$ cat src/rtl/xpt_pkg.sv
package xpt_pkg;
  parameter int unsigned XPT_OUTS = 8;
  parameter int unsigned XPT_INS  = 8;
endpackage

$ cat src/rtl/xpt_stage.sv
module xpt_stage #(
  parameter int unsigned N_OUT  = 8,
  parameter int unsigned CODE_W = 4,
  parameter int unsigned ADDR_W = 3
) (
  input  logic                      clk,
  input  logic                      rst,
  input  logic                      ce,
  input  logic                      ser_mode,
  input  logic                      ser_in,
  input  logic                      update,
  input  logic [ADDR_W-1:0]         par_addr,
  input  logic [CODE_W-1:0]         par_data,
  output logic [N_OUT*CODE_W-1:0]   stage_q,
  output logic                      ser_out
);
  localparam int unsigned TOT = N_OUT * CODE_W;

  logic load;
  assign load = ce && !update;

  always_ff @(posedge clk) begin
    if (rst) begin
      stage_q <= '0;
    end else if (load) begin
      if (ser_mode) stage_q <= {stage_q[TOT-2:0], ser_in};
      else          stage_q[par_addr*CODE_W +: CODE_W] <= par_data;
    end
  end

  assign ser_out = stage_q[TOT-1];

  // the serial input lands in bit 0 after a shift
  a_r2_shift_in: assert property (@(posedge clk) disable iff (rst)
    (ce && !update && ser_mode) |=> stage_q[0] == $past(ser_in));
  // the remaining bits move up by one position
  a_r2_shift_up: assert property (@(posedge clk) disable iff (rst)
    (ce && !update && ser_mode) |=> stage_q[TOT-1:1] == $past(stage_q[TOT-2:0]));
  // the addressed field takes the parallel data
  a_r4_par_write: assert property (@(posedge clk) disable iff (rst)
    (ce && !update && !ser_mode) |=>
      stage_q[$past(par_addr)*CODE_W +: CODE_W] == $past(par_data));
  // nothing is loaded while chip enable is low
  a_r9_hold: assert property (@(posedge clk) disable iff (rst)
    (!ce || update) |=> $stable(stage_q));
endmodule

$ cat src/rtl/xpt_latch.sv
module xpt_latch #(
  parameter int unsigned WIDTH = 32
) (
  input  logic             clk,
  input  logic             rst,
  input  logic             ce,
  input  logic             update,
  input  logic [WIDTH-1:0] stage_q,
  output logic [WIDTH-1:0] latch_q
);
  always_ff @(posedge clk) begin
    if (rst)               latch_q <= '0;
    else if (ce && update) latch_q <= stage_q;
  end

  // an update copies the whole first rank
  a_r6_copy: assert property (@(posedge clk) disable iff (rst)
    (ce && update) |=> latch_q == $past(stage_q));
  // without an update the second rank holds
  a_r5_hold: assert property (@(posedge clk) disable iff (rst)
    !(ce && update) |=> $stable(latch_q));
  // reset clears the second rank
  a_r1_reset: assert property (@(posedge clk)
    rst |=> latch_q == '0);
endmodule

$ cat src/rtl/xpt_decode.sv
module xpt_decode #(
  parameter int unsigned N_OUT = 8,
  parameter int unsigned N_IN  = 8,
  parameter int unsigned SEL_W = 3
) (
  input  logic [N_OUT*(SEL_W+1)-1:0] latch_q,
  output logic [N_OUT*N_IN-1:0]      xpt_en,
  output logic [N_OUT-1:0]           out_en
);
  localparam int unsigned CODE_W = SEL_W + 1;

  for (genvar o = 0; o < N_OUT; o++) begin : g_out
    logic [SEL_W-1:0] sel;
    assign sel       = latch_q[o*CODE_W +: SEL_W];
    assign out_en[o] = latch_q[o*CODE_W + SEL_W];
    for (genvar i = 0; i < N_IN; i++) begin : g_in
      assign xpt_en[o*N_IN + i] = out_en[o] && (sel == SEL_W'(i));
    end
    // at most one crosspoint per output, none when it is disabled
    always_comb begin
      a_r7_onehot: assert ($onehot0(xpt_en[o*N_IN +: N_IN]));
      a_r8_off: assert (out_en[o] || xpt_en[o*N_IN +: N_IN] == '0);
    end
  end
endmodule

$ cat src/rtl/xpt_ctrl.sv
module xpt_ctrl
  import xpt_pkg::*;
#(
  parameter int unsigned N_OUT = XPT_OUTS,
  parameter int unsigned N_IN  = XPT_INS,
  localparam int unsigned SEL_W  = $clog2(N_IN),
  localparam int unsigned CODE_W = SEL_W + 1,
  localparam int unsigned ADDR_W = $clog2(N_OUT),
  localparam int unsigned TOT    = N_OUT * CODE_W
) (
  input  logic                  clk,
  input  logic                  rst,
  input  logic                  ce,
  input  logic                  ser_mode,
  input  logic                  ser_in,
  output logic                  ser_out,
  input  logic [ADDR_W-1:0]     par_addr,
  input  logic [CODE_W-1:0]     par_data,
  input  logic                  update,
  output logic [N_OUT*N_IN-1:0] xpt_en,
  output logic [N_OUT-1:0]      out_en
);
  logic [TOT-1:0] stage_q;
  logic [TOT-1:0] latch_q;

  xpt_stage #(.N_OUT(N_OUT), .CODE_W(CODE_W), .ADDR_W(ADDR_W)) u_stage (
    .clk(clk), .rst(rst), .ce(ce), .ser_mode(ser_mode), .ser_in(ser_in),
    .update(update), .par_addr(par_addr), .par_data(par_data),
    .stage_q(stage_q), .ser_out(ser_out)
  );

  xpt_latch #(.WIDTH(TOT)) u_latch (
    .clk(clk), .rst(rst), .ce(ce), .update(update),
    .stage_q(stage_q), .latch_q(latch_q)
  );

  xpt_decode #(.N_OUT(N_OUT), .N_IN(N_IN), .SEL_W(SEL_W)) u_decode (
    .latch_q(latch_q), .xpt_en(xpt_en), .out_en(out_en)
  );

  // the serial output holds while chip enable is low
  a_r9_ser_hold: assert property (@(posedge clk) disable iff (rst)
    !ce |=> $stable(ser_out));
endmodule

$ cat config.mk
export PLATFORM = sky130hd
export DESIGN_NAME = xpt_ctrl
export DESIGN_NICKNAME = d
export VERILOG_FILES = /design/src/rtl/xpt_pkg.sv /design/src/rtl/xpt_stage.sv /design/src/rtl/xpt_latch.sv /design/src/rtl/xpt_decode.sv /design/src/rtl/xpt_ctrl.sv
export SDC_FILE = /design/constraint.sdc
export NUM_CORES = 1
export LEC_CHECK = 0
export ABC_AREA = 0
export BUFFER_PORTS_ARGS = -buffer_cell sky130_fd_sc_hd__buf_2
export CORE_MARGIN = 3
export CORE_UTILIZATION = 53
export DETAILED_ROUTE_END_ITERATION = 8
export PLACE_DENSITY = 0.84
export SLEW_MARGIN = 5
export SYNTH_ARGS = -nofsm -noshare
export SYNTH_HDL_FRONTEND = slang
export SYNTH_SLANG_ARGS = --single-unit
$ cat constraint.sdc
create_clock -name clk -period 3.36 [get_ports clk]
set_input_delay 0.84 -clock clk [delete_from_list [all_inputs] [get_ports clk]]
set_output_delay 0.84 -clock clk [all_outputs]
set_load 0.05 [all_outputs]
# Yosys cells after proc, flatten, opt, wreduce, memory -nomap -nowiden
# Index checks and enable logic that the tools add are counted.
classes:
  mux: 2
  shift: 2
  addsub: 1
  n_reduce_logical: 75
  eq_ne: 56
op_table:
  columns: ["op", "n"]
  rows:
  - ["equality test 3 bit (second input constant)", 32]
  - ["logical AND 1 bit", 66]
  - ["equality test 3 x 2 -> 1 bit (second input constant)", 16]
  - ["negation 5 -> 34 bit", 1]
  - ["variable shift 4 x 34 -> 32 bit (first input constant)", 1]
  - ["indexed part select 4 x 34 -> 32 bit", 1]
  - ["bitwise mux 32 bit", 1]
  - ["two-way mux 32 bit", 1]
  - ["equality test 3 x 1 -> 1 bit (second input constant)", 8]
  - ["zero test 3 bit", 8]
  - ["zero test 1 bit", 1]
word_totals:
  in_bits: 13
  wordCells: 138
  regBits: 64
  output_inout_bits: 73

# Longest topological paths before layout
# Gate-level depths: netlist (run 1).
depth:
  word_depth: 4
  mapped_depth: 9
  mapped_depth_nobuf: 7

# By module
# Synthesis (run 1) repeated with hierarchy kept, for this count alone.
hier_totals:
  hier_cells: 402
  hier_area_um2: 3953.8
modules_own_cells:
  columns: ["module", "area_per_inst_um2", "seq_area_each_um2", "n_inst", "cells_per_inst"]
  rows:
  - ["xpt_stage", 1600.3, 640.6, 1, 185]
  - ["xpt_latch", 1522.7, 640.6, 1, 145]
  - ["xpt_decode", 830.8, 0.0, 1, 72]

# Worst setup path before layout (run 1)
# No wires, ideal clock.
synth_path:
  kind: "input -> register"
  from: "input par_addr[0]"
  to: "register u_stage.stage_q[15]"
  setup_slack_ns: 0.771
  cell_stages: 8
  path_buffers: 2
  arrival_time_ns: 2.494
  setup_time_ns: 0.095
  required_time_ns: 3.265
  cell_sequence: "buf_6 inv_1 ha_1 ha_1 buf_4 o311ai_2 or4_1 a221oi_1"
synth_via:
  elab_chain_cells: 4
  elab_cells_between_ends: 5
  classes_between: "add/sub: 1; shift: 2; mux: 2"
synth_lines:
  columns: ["element", "line_no", "source"]
  rows:
  - ["start, declared", "xpt_ctrl.sv:17", "input logic [ADDR_W-1:0] par_addr,"]
  - ["negation 5 -> 34 bit *", "xpt_stage.sv:27", "else stage_q[par_addr*CODE_W +: CODE_W] <= par_data;"]
  - ["indexed part select 4 x 34 -> 32 bit or variable shift 4 x 34 -> 32 bit (tied branches)", "xpt_stage.sv:27", null]
  - ["bitwise mux 32 bit *", "xpt_stage.sv:27", null]
  - ["two-way mux 32 bit *", "xpt_stage.sv:26", "if (ser_mode) stage_q <= {stage_q[TOT-2:0], ser_in};"]
  - ["end signal, assigned", "xpt_stage.sv:26", null]
  - ["end signal, assigned by index", "xpt_stage.sv:27", null]
  - ["end, declared", "xpt_stage.sv:14", "output logic [N_OUT*CODE_W-1:0] stage_q,"]
# Every way passes the cells marked *; elsewhere a longest branch is shown, timed or not.
# A chain may end at the register's enable or synchronous reset.

# Worst setup path in the final report (run 1)
# Same ends and word-level chain as after synthesis.

==> summary.txt, run 1 <==
status = completed
pin count of the biggest net entering global routing = 46
fin crit period = 2750 ps
WS Path Type = input pin to register
synth top area cells = dfxtp_1 (37%), nand2_1 (9.1%), nor2_1 (7.5%)
clock tree sinks = 64
Async SR Flop Fraction = 0%
slew margin rel. = 32.1%
Max-Cap Viols = 0
worst skew pair latency = 340 ps
root buf cell = clkbuf_8
Tcrit/Tclk final = 81.8%
CTS clock-pin slew for the worst setup and hold paths = 70 ps
Leak = 1.57 nW
Slew Viols, Final = 0
switch share = 28.8%
Sw Pwr = 0.459 mW
Mapped Nets = 478
Final nets = 547
ANT cells = 0
ys flop type = dfxtp_1
global route overflow = 0
I/O Buffers = 85
Post-CTS Setup Bufs = 0
Placed Instance Area = 3810 um^2
#FFs+latches synth = 64
Area growth, synth to finish = 16.4%
most frequent cell after synthesis = nand2_1
Critical Path RT = 3600 ps
R2R setup slack = 2380 ps
share of layout cells above drive strength 1 = 22.9%
critical path fanouts, max = 13
Critical-path top delay cell = ha_1
post-route DRC violation count = 0
CTS Buf Count = 9
CP arrival = 2990 ps
xor and xnor area share after synthesis = 0%
initial antenna violation count = 0
largest family of logic cells by synthesized area = simple AND/OR/NAND/NOR gates
kind of cell adding the most delay to the critical path = adder cells
most frequent cells after synthesis = nand2_1 (83), nor2_1 (68), dfxtp_1 (64), a21oi_1 (49), nor3_1 (38)
Vias = 3438
cell taking the most area after synthesis = dfxtp_1
Worst Max-Slew Pin Slew = 1020 ps
CTS resizes = 0
Synth Area in Compound Gates = 21.6%
DRT iter0 DRCs = 194
post-DR vias/cell = 5.65
total track usage = 22.9%
CP Cell Sequence = buf_2 > inv_1 > ha_1 > ha_1 > o311ai_2 > or4_1 > a221oi_1
worst path bufs/invs = 2
Die Ht = 86.4 um
number of global-route vias before repair = 3035
Pwr Density = 399 nW/um^2
first-pass GRT wire length = 13800 um
combinational power share = 12.6%
Initial Utilization = 56.2%
Hold Vio Cnt, Final = 0
Post-synth EDFFs = 0
Clock power frac = 36.4%
register area share after synthesis = 37.4%
CP dominant cell by count = ha_1
VDD IR-drop max = 0.000278 V
RSZ-0062 raised after global routing = false
routed len/inst = 14.0 um
CTS tree = yes
Crit path largest cell delay = 540 ps
CP endpoint kind = register
TNS Setup = 0 ps
die width = 86.4 um
H-tree depth = 3
cts hold-fix bufs = 0
final setup violation count = 0
synthesized area = 3420 um^2
mean area per synthesized cell = 7.46 um^2
ANT nets after route = 0
mux cell area share after synthesis = 0%
Max Root-Sink Buffers = 2
Distinct cells, synth = 45
Die ar. = 7460 um^2
area of the core = 6100 um^2
Synth Area in Simple Gates = 32.4%
synthesis warning total = 0
first drt pass iteration count = 4
Layout Skew = 6.26 ps
Seq pwr share = 51.0%
GP Congestion = 1.02
detailed placer's ending HPWL = 6240 um
Boundary Pins = 86
Design Area, Final = 3990 um^2
cells after synthesis = 459
Site Rows = 28
Internal = 1.13 mW
post-synthesis adder-cell area fraction = 2.19%
final WL = 8490 um
Critical Path Start Type = input pin
worst hold path class = register to register
top-area cell type share of the netlist area = 37.4%
fmax = 364 MHz
worst reg2reg max path, stage by stage (launching register included):
cell	delay, ps
dfxtp_1	380
o21ai_0	110
a21boi_0	130
nor4b_1	260
metrics by stage:
stage	power (mW)	std cells	utilization (%)	hold slack [ps]	setup WS, ps
after detailed placement	1.03	592	62.6	459	287
final	1.59	608	65.4	466	610
after CTS	1.60	608	65.4	468	636
after global routing	1.65	608	65.4	488	432
after floorplan	0.975	459	-	432	771
after global placement	1.02	592	62.6	445	352
final cells by class:
class	count	area [um^2]
multi-input cells	349	1920
fillers	556	2110
clock inverters	6	35.0
repair buffers	90	463
flip-flops and latches	64	1280
well taps	75	93.8
clock buffers	10	138
inverters	14	52.6
power by group through the flow:
| stage | clock network, mW | registers [mW] | logic (mW) |
|---|---|---|---|
| finish | 0.580 | 0.812 | 0.200 |
| floorplan | 0 | 0.824 | 0.151 |
| CTS | 0.587 | 0.812 | 0.197 |
| global placement | 0 | 0.828 | 0.191 |
| detailed placement | 0 | 0.829 | 0.196 |
| global route | 0.615 | 0.816 | 0.220 |
final timing paths:
kind | from | to | cells past startpoint
worst max-delay path | par_addr[0] | u_stage.stage_q[15] | 7
worst min-delay path | u_latch.latch_q[14] | u_latch.latch_q[14] | 2
worst max register to register | u_stage.stage_q[21] | u_stage.stage_q[22] | 3
worst min register to register | u_latch.latch_q[14] | u_latch.latch_q[14] | 2
registers in the layout, indices dropped and copies added (netlist names):
signal	count
u_latch.latch_q	32
u_stage.stage_q	32
kinds of logic after synthesis:
logic type / count (synthesis)
and+or+nand+nor: 239
adders and majority gates: 6
buffers and inverters: 46
AOI/OAI and AO/OA: 104
DFF: 64
layout by cell type, fill, tap and decap left out, types with 2 or more instances in the layout:
cell / netlist / layout
clkinvlp_4: 0 / 2
nor4_1: 3 / 3
o21ai_0: 2 / 2
nor3_1: 38 / 38
clkinv_2: 0 / 4
nor2_1: 68 / 68
ha_1: 6 / 6
dfxtp_1: 64 / 64
a21boi_0: 2 / 2
a311oi_1: 4 / 4
nor2b_1: 5 / 5
a31o_2: 3 / 3
o2111ai_1: 2 / 2
nand2_1: 83 / 83
clkbuf_8: 0 / 10
inv_1: 14 / 14
a21oi_1: 49 / 49
nand3b_1: 4 / 4
a211oi_1: 9 / 9
buf_4: 9 / 5
nor4b_1: 3 / 3
nand2b_1: 25 / 25
nand3_1: 2 / 2
buf_2: 4 / 85
o221a_2: 8 / 8
a221oi_1: 11 / 11
a22oi_1: 4 / 4
metal layers:
layer	share of wire [%]	up-vias	global-route usage (%)
met5	0	-	0
met4	2.3	0	10.2
met3	6.1	21	5.04
met2	48	105	38.7
met1	43	1567	27.7
li1	-	1745	-
Power figures use the tool's default switching activity.
==> run 2, diff against run 1 <==
Clock period 3.36 ns to 2.7 ns, I/O delays scaled along.
==> summary.txt, run 2 (same netlist as run 1, synthesis figures left out) <==
TNS Setup = 0 ps (unchanged)
Leak = 1.60 nW (+1.9%)
cts hold-fix bufs = 0 (unchanged)
VDD IR-drop max = 0.000377 V (+36%)
Site Rows = 28 (unchanged)
Die Ht = 86.4 um (unchanged)
WS Path Type = input pin to register
grt peak-use layer = met2
hold path depth = 2 (unchanged)
CP endpoint kind = register
CTS resizes = 0 (unchanged)
Hold Path Sink = u_latch.latch_q[15]
Layout Skew = 7.98 ps (+1.72 ps)
first-pass GRT wire length = 14600 um (+5.3%)
FF-to-FF End = u_stage.stage_q[20]
Global Route met3 Usage = 5.80% (+0.76 points)
worst skew pair latency = 340 ps (about the same)
H-tree depth = 3 (unchanged)
top flop regs = u_latch.latch_q x32, u_stage.stage_q x32
clock tree sinks = 64 (unchanged)
initial antenna violation count = 0 (unchanged)
RSZ-0062 raised after global routing = false
Max-Cap Viols = 0 (unchanged)
Placed Instance Area = 3860 um^2 (+1.2%)
status = completed
FF-to-FF path depth = 3 (unchanged)
number of global-route vias before repair = 3207 (+5.7%)
Design Area, Final = 4020 um^2 (+0.94%)
Die ar. = 7460 um^2 (unchanged)
pin count of the biggest net entering global routing = 45 (-2.2%)
Hold Vio Cnt, Final = 0 (unchanged)
detailed placer's ending HPWL = 6530 um (+4.6%)
Max Root-Sink Buffers = 2 (unchanged)
Post-CTS Setup Bufs = 0 (unchanged)
Post-Place Setup Slack = 96.6 ps (-191 ps)
CP arrival = 2540 ps (-450 ps)
Critical Path Start Type = input pin
Initial Utilization = 56.2% (unchanged)
root buf cell = clkbuf_8
DRT iter0 DRCs = 247 (+27%)
first drt pass iteration count = 5 (+1)
r2r startpoint = u_stage.stage_q[19]
ANT cells = 0 (unchanged)
post-DR vias/cell = 5.79 (+2.3%)
GP Congestion = 0.983 (-4.1%)
GR Layer Usage met1 = 30.4% (+2.6 points)
critical path fanouts, max = 9 (-4)
Worst Max-Slew Pin Slew = 769 ps (-247 ps)
CTS clock-pin slew for the worst setup and hold paths = 60 ps (about the same)
Boundary Pins = 86 (unchanged)
total power = 1.97 mW (+24%)
post-route DRC violation count = 0 (unchanged)
CTS Buf Count = 9 (unchanged)
commonest non-fill, non-tap cell in the layout = buf_2
Pwr Density = 489 nW/um^2 (+23%)
fmax = 434 MHz
Tcrit/Tclk final = 85.4%
Vias = 3553 (+3.3%)
Non-Filler Instances = 614 (+0.99%)
fin crit period = 2310 ps
total track usage = 24.4% (+1.6 points)
share of layout cells above drive strength 1 = 23.4% (+0.49 points)
global route overflow = 0 (unchanged)
most frequent cells in the layout = buf_2 (85), nand2_1 (83), nor2_1 (68), dfxtp_1 (64), a21oi_1 (49)
Final nets = 553 (+1.1%)
Area growth, synth to finish = 17.5%
final WL = 8780 um (+3.5%)
ANT nets after route = 0 (unchanged)
met2 Use GR = 39.7% (+1.0 points)
slew margin rel. = 48.7% (+17 points)
Slew Viols, Final = 0 (unchanged)
I/O Buffers = 85 (unchanged)
routed len/inst = 14.3 um (+2.5%)
die width = 86.4 um (unchanged)
area of the core = 6100 um^2 (unchanged)
worst hold path class = register to register
Critical Path RT = 2940 ps (-660 ps)
fin worst setup slack = 395 ps (-216 ps)
R2R setup slack = 1690 ps (-690 ps)
placed cells = 598 (+1.0%)
CTS tree = yes
final setup violation count = 0 (unchanged)
hold path start = u_stage.stage_q[15]
run 2: changes by cell type in the layout (fill, tap and decap cells not counted):
cell / change
buf_4: +6
clkinvlp_4: -2
clkbuf_1: +2
run 2: metrics by stage:
stage / utilization, % / hold WS (ps)
3_5_place_dp: 63.3 / 458
6_report: 66.0 / 461
5_1_grt: 66.0 / 478
3_3_place_gp: 63.3 / 444
2_1_floorplan: - / 432
4_1_cts: 66.0 / 463
run 2: how the worst max path moves through the flow:
stage,from,to,slack [ps],depth (start not counted)
after floorplan,par_addr[0],u_stage.stage_q[15],280,8
after global placement,par_addr[1],u_stage.stage_q[30],210,8
after detailed placement,par_addr[1],u_stage.stage_q[30],100,8
after CTS,par_addr[1],u_stage.stage_q[30],470,8
after global routing,par_addr[1],u_stage.stage_q[9],240,9
final,par_addr[1],u_stage.stage_q[30],390,8
run 2: where the power goes:
group          internal [mW]  total, mW  leakage (nW)  switching (mW)
clock network          0.352      0.700        0.0899           0.348
logic                 0.0866      0.258         0.991           0.172
registers              0.980       1.01         0.520          0.0321
total                   1.42       1.97          1.60           0.551
run 2: cell type report:
type	count	area, um^2
Inverter	14	52.6
Timing Repair Buffer	96	508
Fill cell	552	2070
Tap cell	75	93.8
Clock buffer	12	145
Multi-Input combinational cell	349	1920
Sequential cell	64	1280
Clock inverter	4	20.0
run 2: per-layer routing:
layer | routed length, um | part of all wire [%] | vias to the layer above
met4 | 268 | 3.1 | 0
met2 | 4170 | 47 | 133
met3 | 607 | 6.9 | 25
met5 | 0 | 0 | -
li1 | - | - | 1762
met1 | 3740 | 43 | 1633
run 2: worst max-delay path, stage by stage:
cell	delay [ps]
buf_2	180
inv_1	80
ha_1	210
ha_1	360
buf_4	200
a21oi_1	290
nand3_1	220
o221a_2	330
==> run 3, diff against run 2 <==
Settings changed: PLACE_DENSITY 0.84 to 0.76.
==> summary.txt, run 3 (same netlist as run 1, synthesis figures left out) <==
fmax = 438 MHz (+0.96%)
CTS Buf Count = 9 (unchanged)
CTS resizes = 0 (unchanged)
CP arrival = 2520 ps (-20 ps)
total power = 2.03 mW (+3.2%)
die width = 86.4 um (unchanged)
Tcrit/Tclk final = 84.6% (-0.82 points)
share of layout cells above drive strength 1 = 23.2% (-0.14 points)
Die Ht = 86.4 um (unchanged)
status = completed
RSZ-0062 raised after global routing = false
FF-to-FF path depth = 3 (unchanged)
Boundary Pins = 86 (unchanged)
CTS tree = yes
final setup violation count = 0 (unchanged)
most frequent cells in the layout = buf_2 (85), nand2_1 (83), nor2_1 (68), dfxtp_1 (64), a21oi_1 (49)
fin crit period = 2280 ps (-22.0 ps)
global route overflow = 0 (unchanged)
Max Root-Sink Buffers = 2 (unchanged)
Critical Path Start Type = input pin
WS Path Type = input pin to register
clock tree sinks = 64 (unchanged)
ANT nets after route = 0 (unchanged)
FF-to-FF End = u_stage.stage_q[22]
number of global-route vias before repair = 3129 (-2.4%)
total track usage = 24.7% (+0.21 points)
pin count of the biggest net entering global routing = 34 (-24%)
hold path depth = 2 (unchanged)
Pwr Density = 502 nW/um^2 (+2.6%)
Max-Cap Viols = 0 (unchanged)
area of the multi-input gates = 1920 um^2 (unchanged)
root buf cell = clkbuf_8
worst skew pair latency = 340 ps (about the same)
hold path start = u_latch.latch_q[26]
final WL = 8630 um (-1.8%)
initial antenna violation count = 0 (unchanged)
Critical Path RT = 2930 ps (about the same)
slew margin rel. = 58.5% (+9.8 points)
Register Area = 1280 um^2 (unchanged)
Layout Skew = 5.30 ps (-2.68 ps)
Hold Path Sink = u_latch.latch_q[26]
detailed placer's ending HPWL = 6420 um (-1.7%)
FILL cells = 549 (-0.54%)
H-tree depth = 3 (unchanged)
Initial Utilization = 56.2% (unchanged)
Hold Vio Cnt, Final = 0 (unchanged)
ANT cells = 0 (unchanged)
first drt pass iteration count = 5 (unchanged)
Slew Viols, Final = 0 (unchanged)
Site Rows = 28 (unchanged)
Fin Hold WS = 467 ps (+5.97 ps)
commonest non-fill, non-tap cell in the layout = buf_2
Placed Instance Area = 3860 um^2 (+0.13%)
r2r startpoint = u_stage.stage_q[21]
Final nets = 552 (-0.18%)
post-DR vias/cell = 5.65 (-2.3%)
R2R setup slack = 1770 ps (+80 ps)
top flop regs = u_latch.latch_q x32, u_stage.stage_q x32
CTS clock-pin slew for the worst setup and hold paths = 70 ps (about the same)
Die ar. = 7460 um^2 (unchanged)
critical path fanouts, max = 9 (unchanged)
first-pass GRT wire length = 14800 um (+1.8%)
GP Congestion = 0.901 (-8.3%)
VDD IR-drop max = 0.000303 V (-20%)
DRT iter0 DRCs = 194 (-21%)
worst hold path class = register to register
cts hold-fix bufs = 0 (unchanged)
Worst Max-Slew Pin Slew = 623 ps (-146 ps)
Design Area, Final = 4050 um^2 (+0.62%)
post-route DRC violation count = 0 (unchanged)
routed len/inst = 14.1 um (-1.6%)
Area growth, synth to finish = 18.3%
Vias = 3464 (-2.5%)
I/O Buffers = 85 (unchanged)
CP endpoint kind = register
Leak = 1.60 nW (+0.16%)
TNS Setup = 0 ps (unchanged)
area of the core = 6100 um^2 (unchanged)
Post-CTS Setup Bufs = 0 (unchanged)
## run 3: worst max-delay path by stage
stage	startpoint	end	slack (ps)
3_5_place_dp	par_addr[1]	u_stage.stage_q[30]	120
4_1_cts	par_addr[1]	u_stage.stage_q[30]	470
2_1_floorplan	par_addr[0]	u_stage.stage_q[15]	280
6_report	par_addr[1]	u_stage.stage_q[30]	420
3_3_place_gp	par_addr[1]	u_stage.stage_q[15]	230
5_1_grt	par_addr[1]	u_stage.stage_q[1]	320
## run 3: metrics by stage
stage               instances  utilization (%)  setup WS [ps]
floorplan                 459                -            276
global placement          597             63.4            227
detailed placement        597             63.4            119
CTS                       613             66.4            469
global route              613             66.4            317
finish                    613             66.4            417
## run 3: worst max-delay path: stages
cell     delay, ps
buf_2          200
inv_1           90
ha_1           210
ha_1           360
buf_4          200
a21oi_1        270
nand3_1        210
o221a_2        320
## run 3: metal layers
metal,global-route usage [%],vias to the layer above,part of all wire [%]
met2,38.0,144,45
met4,11.3,0,2.5
met3,5.04,19,8.8
met5,0,-,0
li1,-,1753,-
met1,33.2,1548,43
## run 3: where the power goes
| part | internal, mW | total (mW) | switching [mW] |
|---|---|---|---|
| Sequential | 0.980 | 1.01 | 0.0329 |
| Combinational | 0.0876 | 0.259 | 0.172 |
| Clock | 0.408 | 0.761 | 0.354 |
## run 3: layout make-up
class	instances	share of cell area [%]
multi-input combinational	349	47.5
clock inverter	2	0.309
tap	75	2.32
inverter	14	1.30
timing repair buffer	95	12.7
clock buffer	14	4.26
sequential	64	31.6
